### config.mk
export PLATFORM = sky130hd
export DESIGN_NAME = lirRouter
export DESIGN_NICKNAME = d
export VERILOG_FILES = /design/src/rtl/lirPkg.sv /design/src/rtl/lirCoreRoute.sv /design/src/rtl/lirCtrl.sv /design/src/rtl/lirDatapath.sv /design/src/rtl/lirRouter.sv
export SDC_FILE = /design/constraint.sdc
export NUM_CORES = 1
export LEC_CHECK = 0
export ABC_AREA = 1
export ABC_CLOCK_PERIOD_IN_PS = 1800
export BUFFER_PORTS_ARGS = -buffer_cell sky130_fd_sc_hd__buf_2
export CAP_MARGIN = 20
export CORE_MARGIN = 2
export CORE_UTILIZATION = 50
export CTS_BUF_LIST = sky130_fd_sc_hd__clkbuf_4
export DETAILED_ROUTE_END_ITERATION = 7
export PLACE_DENSITY = 0.75
export SLEW_MARGIN = 20
export SYNTH_ARGS = -nofsm -noshare
export SYNTH_HDL_FRONTEND = slang
export SYNTH_SLANG_ARGS = --single-unit
### constraint.sdc
create_clock -name clk -period 1.8 [get_ports clk]
set_input_delay 0.18 -clock clk [delete_from_list [all_inputs] [get_ports clk]]
set_output_delay 0.18 -clock clk [all_outputs]
set_load 0.05 [all_outputs]
### src/rtl/lirPkg.sv
package lirPkg;
  localparam int LIR_CORES  = 4;
  localparam int LIR_SLOTS  = 4;
  localparam int LIR_SEL_W  = $clog2(LIR_CORES);
  localparam int LIR_ADDR_W = 8;
  localparam int LIR_PEND_W = 2 * LIR_SLOTS + 2;
  localparam int LIR_CTL_W  = 2 * LIR_SLOTS;

  // address pages (busAddr[7:4]) and word offsets inside page 0/1
  localparam logic [3:0] PAGE_GLOBAL = 4'h0;
  localparam logic [3:0] PAGE_PMU    = 4'h1;
  localparam logic [3:0] PAGE_TMR    = 4'h4;
  localparam logic [3:0] PAGE_MBX    = 4'h5;
  localparam logic [3:0] PAGE_IRQP   = 4'h6;
  localparam logic [3:0] PAGE_FIQP   = 4'h7;
  localparam logic [1:0] WORD_GPU    = 2'd3;
  localparam logic [1:0] WORD_PMUSET = 2'd0;
  localparam logic [1:0] WORD_PMUCLR = 2'd1;

  typedef enum logic [2:0] {
    RD_NONE, RD_GPU, RD_PMU, RD_TMR, RD_MBX, RD_IRQP, RD_FIQP
  } lirRdKind_e;

  typedef struct packed {
    logic                  gpuWr;
    logic                  pmuSet;
    logic                  pmuClr;
    logic [LIR_CORES-1:0]  tmrWr;
    logic [LIR_CORES-1:0]  mbxWr;
    lirRdKind_e            rdKind;
    logic [LIR_SEL_W-1:0]  rdCore;
  } lirStrobe_t;
endpackage

### src/rtl/lirCoreRoute.sv
module lirCoreRoute
  import lirPkg::*;
#(
  parameter int CORE_ID = 0
) (
  input  logic [LIR_SLOTS-1:0] tmrReq,
  input  logic [LIR_SLOTS-1:0] mbxReq,
  input  logic [LIR_CTL_W-1:0] tmrCtl,
  input  logic [LIR_CTL_W-1:0] mbxCtl,
  input  logic                 gpuReq,
  input  logic [LIR_SEL_W-1:0] gpuIrqSel,
  input  logic [LIR_SEL_W-1:0] gpuFiqSel,
  input  logic                 pmuReq,
  input  logic                 pmuEn,
  output logic [LIR_PEND_W-1:0] irqPend,
  output logic [LIR_PEND_W-1:0] fiqPend
);
  localparam logic [LIR_SEL_W-1:0] MY_SEL = LIR_SEL_W'(CORE_ID);

  logic [LIR_SLOTS-1:0] tIrqEn, tFiqEn, mIrqEn, mFiqEn;
  logic [LIR_SLOTS-1:0] tIrq, tFiq, mIrq, mFiq;
  logic gpuIrqHit, gpuFiqHit;

  assign tIrqEn = tmrCtl[LIR_SLOTS-1:0];
  assign tFiqEn = tmrCtl[LIR_CTL_W-1:LIR_SLOTS];
  assign mIrqEn = mbxCtl[LIR_SLOTS-1:0];
  assign mFiqEn = mbxCtl[LIR_CTL_W-1:LIR_SLOTS];

  // fast enable wins over normal enable
  assign tFiq = tmrReq & tFiqEn;
  assign tIrq = tmrReq & tIrqEn & ~tFiqEn;
  assign mFiq = mbxReq & mFiqEn;
  assign mIrq = mbxReq & mIrqEn & ~mFiqEn;

  assign gpuIrqHit = gpuReq && (gpuIrqSel == MY_SEL);
  assign gpuFiqHit = gpuReq && (gpuFiqSel == MY_SEL);

  assign irqPend = {pmuReq & pmuEn, gpuIrqHit, mIrq, tIrq};
  assign fiqPend = {1'b0, gpuFiqHit, mFiq, tFiq};
endmodule

### src/rtl/lirCtrl.sv
module lirCtrl
  import lirPkg::*;
(
  input  logic [LIR_ADDR_W-1:0] busAddr,
  input  logic                  busWrEn,
  output lirStrobe_t            stb
);
  logic [3:0]           page;
  logic [LIR_SEL_W-1:0] word;
  logic [LIR_CORES-1:0] wrOneHot;

  assign page = busAddr[7:4];
  assign word = busAddr[3:2];

  always_comb begin
    wrOneHot = '0;
    for (int c = 0; c < LIR_CORES; c++) begin
      wrOneHot[c] = busWrEn && (word == LIR_SEL_W'(c));
    end
  end

  always_comb begin
    stb        = '0;
    stb.rdKind = RD_NONE;
    stb.rdCore = word;
    unique case (page)
      PAGE_GLOBAL: begin
        if (word == WORD_GPU) begin
          stb.rdKind = RD_GPU;
          stb.gpuWr  = busWrEn;
        end
      end
      PAGE_PMU: begin
        if (word == WORD_PMUSET) begin
          stb.rdKind = RD_PMU;
          stb.pmuSet = busWrEn;
        end else if (word == WORD_PMUCLR) begin
          stb.rdKind = RD_PMU;
          stb.pmuClr = busWrEn;
        end
      end
      PAGE_TMR: begin
        stb.rdKind = RD_TMR;
        stb.tmrWr  = wrOneHot;
      end
      PAGE_MBX: begin
        stb.rdKind = RD_MBX;
        stb.mbxWr  = wrOneHot;
      end
      PAGE_IRQP: stb.rdKind = RD_IRQP;
      PAGE_FIQP: stb.rdKind = RD_FIQP;
      default:   stb.rdKind = RD_NONE;
    endcase
  end
endmodule

### src/rtl/lirDatapath.sv
module lirDatapath
  import lirPkg::*;
#(
  parameter int DATA_W = 32
) (
  input  logic                            clk,
  input  logic                            rst,
  input  lirStrobe_t                      stb,
  input  logic [LIR_CTL_W-1:0]            wrData,
  input  logic [LIR_CORES*LIR_SLOTS-1:0]  tmrReq,
  input  logic [LIR_CORES*LIR_SLOTS-1:0]  mbxReq,
  input  logic                            gpuReq,
  input  logic [LIR_CORES-1:0]            pmuReq,
  output logic [DATA_W-1:0]               rdData,
  output logic [LIR_CORES-1:0]            irqOut,
  output logic [LIR_CORES-1:0]            fiqOut,
  output logic [LIR_CORES*LIR_PEND_W-1:0] irqPendFlat,
  output logic [LIR_CORES*LIR_PEND_W-1:0] fiqPendFlat,
  output logic [LIR_CORES-1:0]            pmuMask
);
  logic [LIR_CTL_W-1:0]  tmrCtl [LIR_CORES];
  logic [LIR_CTL_W-1:0]  mbxCtl [LIR_CORES];
  logic [LIR_SEL_W-1:0]  gpuIrqSel, gpuFiqSel;
  logic [LIR_PEND_W-1:0] irqPend [LIR_CORES];
  logic [LIR_PEND_W-1:0] fiqPend [LIR_CORES];

  // global routing state
  always_ff @(posedge clk) begin
    if (rst) begin
      gpuIrqSel <= '0;
      gpuFiqSel <= '0;
      pmuMask   <= '0;
    end else begin
      if (stb.gpuWr) begin
        gpuIrqSel <= wrData[LIR_SEL_W-1:0];
        gpuFiqSel <= wrData[2*LIR_SEL_W-1:LIR_SEL_W];
      end
      if (stb.pmuSet) pmuMask <= pmuMask | wrData[LIR_CORES-1:0];
      else if (stb.pmuClr) pmuMask <= pmuMask & ~wrData[LIR_CORES-1:0];
    end
  end

  for (genvar c = 0; c < LIR_CORES; c++) begin : gCore
    always_ff @(posedge clk) begin
      if (rst) begin
        tmrCtl[c] <= '0;
        mbxCtl[c] <= '0;
        irqOut[c] <= 1'b0;
        fiqOut[c] <= 1'b0;
      end else begin
        if (stb.tmrWr[c]) tmrCtl[c] <= wrData;
        if (stb.mbxWr[c]) mbxCtl[c] <= wrData;
        irqOut[c] <= |irqPend[c];
        fiqOut[c] <= |fiqPend[c];
      end
    end

    lirCoreRoute #(.CORE_ID(c)) uRoute (
      .tmrReq    (tmrReq[c*LIR_SLOTS +: LIR_SLOTS]),
      .mbxReq    (mbxReq[c*LIR_SLOTS +: LIR_SLOTS]),
      .tmrCtl    (tmrCtl[c]),
      .mbxCtl    (mbxCtl[c]),
      .gpuReq    (gpuReq),
      .gpuIrqSel (gpuIrqSel),
      .gpuFiqSel (gpuFiqSel),
      .pmuReq    (pmuReq[c]),
      .pmuEn     (pmuMask[c]),
      .irqPend   (irqPend[c]),
      .fiqPend   (fiqPend[c])
    );

    assign irqPendFlat[c*LIR_PEND_W +: LIR_PEND_W] = irqPend[c];
    assign fiqPendFlat[c*LIR_PEND_W +: LIR_PEND_W] = fiqPend[c];
  end

  // read mux, zero-extended to the bus width
  always_comb begin
    rdData = '0;
    unique case (stb.rdKind)
      RD_GPU:  rdData[2*LIR_SEL_W-1:0]  = {gpuFiqSel, gpuIrqSel};
      RD_PMU:  rdData[LIR_CORES-1:0]    = pmuMask;
      RD_TMR:  rdData[LIR_CTL_W-1:0]    = tmrCtl[stb.rdCore];
      RD_MBX:  rdData[LIR_CTL_W-1:0]    = mbxCtl[stb.rdCore];
      RD_IRQP: rdData[LIR_PEND_W-1:0]   = irqPend[stb.rdCore];
      RD_FIQP: rdData[LIR_PEND_W-1:0]   = fiqPend[stb.rdCore];
      default: rdData = '0;
    endcase
  end
endmodule

### src/rtl/lirRouter.sv
module lirRouter
  import lirPkg::*;
#(
  parameter int DATA_W = 32,
  parameter int CORES  = LIR_CORES,
  parameter int REQ_W  = LIR_CORES * LIR_SLOTS
) (
  input  logic                  clk,
  input  logic                  rst,
  input  logic [LIR_ADDR_W-1:0] busAddr,
  input  logic                  busWrEn,
  input  logic [DATA_W-1:0]     busWrData,
  output logic [DATA_W-1:0]     busRdData,
  input  logic [REQ_W-1:0]      tmrReq,
  input  logic [REQ_W-1:0]      mbxReq,
  input  logic                  gpuReq,
  input  logic [CORES-1:0]      pmuReq,
  output logic [CORES-1:0]      irqOut,
  output logic [CORES-1:0]      fiqOut
);
  lirStrobe_t stb;
  logic [LIR_CORES*LIR_PEND_W-1:0] irqPendFlat, fiqPendFlat;
  logic [LIR_CORES-1:0] pmuMask;
  logic unusedBits;

  assign unusedBits = ^{busAddr[1:0], busWrData[DATA_W-1:LIR_CTL_W]};

  lirCtrl uCtrl (
    .busAddr (busAddr),
    .busWrEn (busWrEn),
    .stb     (stb)
  );

  lirDatapath #(.DATA_W(DATA_W)) uData (
    .clk         (clk),
    .rst         (rst),
    .stb         (stb),
    .wrData      (busWrData[LIR_CTL_W-1:0]),
    .tmrReq      (tmrReq),
    .mbxReq      (mbxReq),
    .gpuReq      (gpuReq),
    .pmuReq      (pmuReq),
    .rdData      (busRdData),
    .irqOut      (irqOut),
    .fiqOut      (fiqOut),
    .irqPendFlat (irqPendFlat),
    .fiqPendFlat (fiqPendFlat),
    .pmuMask     (pmuMask)
  );
endmodule

==> results of run 1 <==
==> metrics by stage <==
stage / area [µm²] / TNS [ns] / setup WS [ns] / total power, W
detailed placement: 5820 / 0 / 0.0395 / 0.00308
floorplan: 5260 / 0 / 0.247 / 0.00277
CTS: 6160 / -0.913 / -0.156 / 0.00408
global route: 6290 / -1.61 / -0.271 / 0.00425
finish: 6290 / -0.888 / -0.168 / 0.00411
global placement: 5820 / 0 / 0.0509 / 0.00307
==> layer usage <==
layer	track usage, %	up-vias	part of all wire [%]
met3	7.61	37	9.5
met5	0	-	0
met4	12.6	0	2.9
li1	-	2526	-
met1	46.9	2464	42
met2	53.8	309	46
==> registers in the layout, summed over array words and instances (netlist names), named ones only <==
name / flops
uData.fiqOut: 4
uData.gpuFiqSel: 2
uData.gpuIrqSel: 2
uData.irqOut: 4
uData.mbxCtl: 32
uData.tmrCtl: 32
==> cell families (layout without fill, tap and decap cells) <==
family | count (synthesis) | count (layout) | share of synthesized area [%]
buffers and inverters | 106 | 198 | 10.0
flip-flops | 80 | 80 | 43.3
AND/OR/NAND/NOR | 483 | 483 | 40.4
other | 1 | 22 | 0.0725
AO/OA/AOI/OAI | 57 | 57 | 6.12
==> worst paths after layout <==
check                           cells past startpoint                              from  slack, ns                         endpoint
worst max-delay path                                9  uData.tmrCtl[0][6]$_SDFFCE_PN0P_      -0.17                     busRdData[2]
worst max register to register                      6  uData.tmrCtl[3][4]$_SDFFCE_PN0P_       0.37       uData.fiqOut[3]$_SDFF_PP0_
worst min register to register                      2   uData.gpuFiqSel[0]$_SDFFE_PP0P_       0.60  uData.gpuFiqSel[0]$_SDFFE_PP0P_
worst min-delay path                                5                         pmuReq[2]       0.03       uData.irqOut[2]$_SDFF_PP0_
==> cell type report <==
type                       count  area share (%)
inverter                      59            3.52
tap                          136            2.71
multi-input combinational    562            41.8
clock buffer                   9            1.07
sequential                    80            35.9
clock inverter                 7           0.736
timing repair buffer         123            14.3
==> critical path: stages, from the launching register on <==
cell	delay, ns
edfxtp_1	0.50
nand2_1	0.13
nor2_1	0.05
nor2_1	0.13
nand2_1	0.07
nand2_1	0.06
nand2_1	0.07
nor2_1	0.08
nand2_1	0.08
buf_6	0.15
==> power groups by stage <==
stage               registers [W]  clock network (W)  logic, W
floorplan                 0.00222                  0  0.000546
global placement          0.00221                  0  0.000864
detailed placement        0.00221                  0  0.000869
CTS                       0.00217           0.000988  0.000919
global route              0.00218            0.00105   0.00102
finish                    0.00217           0.000984  0.000956
==> timing repair <==
action | in CTS | in global routing
endpoints found under the hold margin | 1 | 0
gates resized for setup | 54 | 35
hold buffers | 2 | 0
endpoints found under the setup margin | 9 | 10
buffers inserted | 8 | 6
pin swaps | 18 | 14
==> synthesized netlist by cell type <==
cell type and n:
edfxtp_1 64, nand3_1 55, a21boi_0 1, nand2_1 231, nand4_1 12, nor3_1 6
buf_4 28, inv_1 54, inv_2 4, nand4_2 2, nand3_2 5, o21ai_0 27
buf_2 13, o31ai_1 2, nor2_4 4, o21bai_1 3, clkinv_1 1, dfxtp_1 16
nor2_1 144, nand2_2 6, conb_1 1, a211oi_1 1, nand3b_1 12, a31oi_1 1
o22ai_1 10, nor3_2 2, nor2_2 3, clkbuf_1 5, nor3_4 1, buf_1 1
a21oi_1 12
==> impl_metrics.py, run 1 <==
metrics = {
    "status": {
        "status": "finished, violations left",
        "violations": "negative setup slack",
    },
    "pwr": {
        "netSwitchingFraction_pct": 35.4,
        "ir_drop_mv": 0.572,
        "power_density_nw_per_um2": 654,
        "pwr-share-clk_pct": 23.9,
        "p_leak_nw": 2.94,
        "combinationalPowerShare_pct": 23.2,
        "p_sw_w": 0.00145,
        "p_int_w": 0.00266,
        "seqPwrFrac_pct": 52.8,
    },
    "synth": {
        "yosys-top-cells-area": "edfxtp_1, nand2_1, nor2_1, dfxtp_1, nand3_1",
        "ys_seq_area_share_pct": 43.3,
        "ys_warn_count": 0,
        "yosysTopAreaCellShare_pct": 37.2,
        "synth_cell_type_count": 31,
        "synth_area_um2": 5170,
        "syn_avg_cell_area_um2": 7.11,
        "yosysTopAreaCell": "edfxtp_1",
        "synth_seq_cells": 80,
        "syn_inst": 727,
    },
    "worst_setup_path": {
        "cp-end-kind": "output port",
        "cp_max_fo": 3,
        "start_kind": "flop",
        "path_class": "reg -> out",
        "worstPathArrival_ns": 1.79,
        "critPathRequiredTime_ns": 1.62,
    },
    "finish": {
        "seqCellArea_um2": 2250,
        "final_cell_mix": "nand2_1, nor2_1, edfxtp_1",
        "area_growth_pct": 21.6,
        "final_cells": 976,
        "fillers": 979,
        "layout-drive-gt1-share_pct": 25.2,
        "fin_util_pct": 61.7,
        "antenna_cells": 0,
        "layout_commonest_cell": "nand2_1",
        "multi_input_area_um2": 2630,
        "nets": 915,
    },
    "floorplan": {
        "dieArea_um2": 11200,
        "initial_core_util_pct": 50.8,
        "num_io_pins": 120,
        "core_um2": 10200,
        "die_y_um": 106,
        "rows": 37,
        "die_x_um": 106,
    },
    "route": {
        "wl_per_cell_um": 19.1,
        "drtAntennaViolNets": 0,
        "drtIter0Drc": 541,
        "drc": 0,
        "vias": 5336,
        "dr.pass1.iters": 6,
        "vias_per_cell": 5.47,
        "wirelength_mm": 18.7,
    },
    "global_routing": {
        "grtUsageTotal_pct": 34.4,
        "overflow": 0,
        "grt_pass1_vias": 4983,
        "grt_max_degree": 18,
        "antenna_found_initial": 0,
        "grt_pass1_wl_mm": 28.0,
    },
    "timing": {
        "max_freq_mhz": 508,
        "rsz0062_at_grt": "yes",
        "max-slew-margin-rel_pct": 57.7,
        "fin_worst_skew_ns": 0.0210,
        "maxSlewViolCount": 0,
        "setup_violations": 8,
        "hold_viol": 0,
        "min_period_over_period_pct": 109,
        "setup_slack_ns": -0.168,
        "max_slew.worst_pin.slew_ns": 0.634,
        "fin_crit_ns": 1.97,
        "whs_ns": 0.0287,
    },
    "clock_tree": {
        "clk_latency_ns": 0.48,
        "max-clock-path-buffers": 2,
        "cts_buffers": 9,
        "clk_pin_slew_worst_paths_ns": 0.15,
        "cts_root_buffer": "clkbuf_4",
        "htreeDepth": 3,
        "cts_tree": "done",
        "clock_sinks": 80,
    },
    "placed_design": {
        "post-dp-hpwl_mm": 14.7,
        "dp.cells": 944,
        "gp_congestion": 1.01,
        "portBuffers": 71,
    },
    "run": {
        "cap_viol_max_count": 0,
    },
    "hold_path": {
        "hp-class": "in -> reg",
    },
}
Note: power is estimated with default switching activity, not from simulation.
==> inputs of run 2 (changes only) <==
--- a/config.mk
+++ b/config.mk
@@ -5,7 +5,6 @@
 export SDC_FILE = /design/constraint.sdc
 export NUM_CORES = 1
 export LEC_CHECK = 0
-export ABC_AREA = 1
 export ABC_CLOCK_PERIOD_IN_PS = 1800
 export BUFFER_PORTS_ARGS = -buffer_cell sky130_fd_sc_hd__buf_2
 export CAP_MARGIN = 20
==> impl_metrics.py, run 2 <==
metrics = {
    "status": {
        "status": "finished, violations left",
        "violations": "negative setup slack",
    },
    "clock_tree": {
        "clk_pin_slew_worst_paths_ns": 0.15,
        "cts_tree": "done",
        "cts_buffers": 9,
        "max-clock-path-buffers": 2,
        "clk_latency_ns": 0.44,
        "cts_root_buffer": "clkbuf_4",
        "htreeDepth": 3,
        "clock_sinks": 80,
        "ctsHoldBuffers": 0,
    },
    "finish": {
        "layout-drive-gt1-share_pct": 35.9,
        "seqCellArea_um2": 2250,
        "nets": 687,
        "antenna_cells": 0,
        "fillers": 791,
        "final_cell_mix": "buf_4, and2_1, edfxtp_1",
        "fin_util_pct": 64.7,
        "final_area_um2": 6290,
        "area_growth_pct": 26.7,
        "top_regs": "uData.mbxCtl: 32 flops, uData.tmrCtl: 32 flops",
        "layout_commonest_cell": "buf_4",
        "multi_input_area_um2": 2620,
    },
    "timing": {
        "min_period_over_period_pct": 123,
        "fin_worst_skew_ns": 0.0139,
        "hold_viol": 0,
        "setup_slack_ns": -0.414,
        "fin_crit_ns": 2.21,
        "max_freq_mhz": 452,
        "rsz0062_at_grt": "yes",
        "max_slew.worst_pin.slew_ns": 0.604,
        "setup_violations": 8,
        "whs_ns": 0.0424,
        "maxSlewViolCount": 0,
        "max-slew-margin-rel_pct": 59.7,
    },
    "route": {
        "drc": 0,
        "wirelength_mm": 16.7,
        "drtAntennaViolNets": 0,
        "vias_per_cell": 6.29,
        "drtIter0Drc": 490,
        "wl_per_cell_um": 22.4,
        "dr.pass1.iters": 5,
        "vias": 4688,
    },
    "global_routing": {
        "grtUsageTotal_pct": 30.9,
        "overflow": 0,
        "grt_pass1_vias": 4370,
        "grt_max_degree": 29,
        "antenna_found_initial": 0,
        "grt_pass1_wl_mm": 25.1,
    },
    "worst_setup_path": {
        "cp-end-kind": "output port",
        "cp_max_fo": 3,
        "crit_start": "uData.mbxCtl[2][5]$_SDFFCE_PN0P_",
        "worstPathArrival_ns": 2.03,
        "start_kind": "flop",
        "rrSetupSlack_ns": 0.13,
        "critPathRequiredTime_ns": 1.62,
        "path_class": "reg -> out",
        "worstReg2RegStart": "uData.mbxCtl[3][6]$_SDFFCE_PN0P_",
    },
    "floorplan": {
        "core_um2": 9730,
        "die_y_um": 104,
        "num_io_pins": 120,
        "rows": 36,
        "dieArea_um2": 10700,
        "initial_core_util_pct": 51.1,
        "die_x_um": 104,
    },
    "hold_path": {
        "hp-class": "in -> reg",
        "hold_start": "pmuReq[3]",
    },
    "synth": {
        "async_reset_ff_share_pct": 0,
        "ys_warn_count": 0,
        "yosys-top-cells-area": "edfxtp_1, mux4_2, and2_1, dfxtp_1, nand2_1",
        "syn_avg_cell_area_um2": 10.7,
        "synth_seq_cells": 80,
        "ys_seq_area_share_pct": 45.1,
        "synth_commonest_cells": "and2_1, edfxtp_1, nand2_1",
        "yosysTopAreaCell": "edfxtp_1",
        "synth_cell_type_count": 52,
        "syn_inst": 466,
        "yosysMostFrequentCell": "and2_1",
        "synthFlopType": "edfxtp_1",
        "yosysTopAreaCellShare_pct": 38.7,
        "synth_area_um2": 4970,
        "synth_enable_flop_cells": 64,
    },
    "placed_design": {
        "gp_congestion": 0.957,
        "place_ws_ns": -0.0978,
        "place_area_um2": 5840,
        "portBuffers": 71,
        "post-dp-hpwl_mm": 12.9,
    },
    "pwr": {
        "power_density_nw_per_um2": 702,
        "power_w": 0.00442,
        "ir_drop_mv": 0.532,
        "p_leak_nw": 2.47,
    },
    "run": {
        "cap_viol_max_count": 0,
    },
}
-- run 2: changes by cell type after synthesis, moves of 9 or more --
| cell | before | now |
|---|---|---|
| and2_1 | 0 | 66 |
| nor2_1 | 144 | 25 |
| a21oi_1 | 12 | 3 |
| o211ai_1 | 0 | 9 |
| inv_1 | 54 | 4 |
| mux4_2 | 0 | 21 |
| nand3b_1 | 12 | 22 |
| o21ai_0 | 27 | 17 |
| a22oi_1 | 0 | 16 |
| nand3_1 | 55 | 19 |
| nand2_1 | 231 | 47 |
-- run 2: kinds of logic (layout without fill, tap and decap cells) --
logic type	after synthesis	after routing	share of synthesized area, %
xor+xnor	4	4	0.705
simple gates	214	214	24.3
mux	29	29	11.1
compound gates	89	89	12.7
flops	80	80	45.1
other cells	1	22	0.0755
buf+inv	49	174	5.92
-- run 2: cell type report --
cell class / instances / area share, %
inverters: 5 / 0.298
flip-flops and latches: 80 / 35.8
multi-input cells: 358 / 41.6
repair buffers: 153 / 17.0
clock buffers: 9 / 1.07
well taps: 133 / 2.64
clock inverters: 7 / 1.63
-- run 2: per-stage QoR --
| step | setup TNS, ns | std cells |
|---|---|---|
| finish | -2.73 | 745 |
| global route | -3.30 | 745 |
| CTS | -2.63 | 739 |
| detailed placement | -0.242 | 707 |
| global placement | -0.144 | 707 |
| floorplan | -0.0633 | 487 |
-- run 2: critical path: stages (launching register included) --
cell,delay (ns)
edfxtp_1,0.49
nand3b_1,0.22
mux4_2,0.48
o221ai_2,0.21
buf_6,0.19
-- run 2: path summary, 6_finish.rpt --
path                                              endpoint  cells past startpoint
worst max-delay path                          busRdData[5]                      4
worst min-delay path            uData.irqOut[3]$_SDFF_PP0_                      3
worst max register to register  uData.fiqOut[3]$_SDFF_PP0_                      4
worst min register to register                        flop                      2
-- run 2: layer usage --
layer,vias up,track usage [%],part of all wire (%)
li1,2020,-,-
met1,2211,42.5,39
met2,376,47.2,44
met3,81,5.29,11
met4,0,16.3,6.1
met5,-,0,0
-- run 2: report_power, final --
group,switching [W],leakage [nW],total (W),internal (W)
Clock,0.000704,0.0880,0.00129,0.000583
Combinational,0.000601,1.64,0.000968,0.000367
Sequential,0.0000789,0.744,0.00216,0.00208
-- run 2: repair_timing --
action	4_1_cts	5_1_grt
pin swaps	10	3
buffers inserted	16	6
endpoints found under the setup margin	9	10
gates resized for setup	33	7
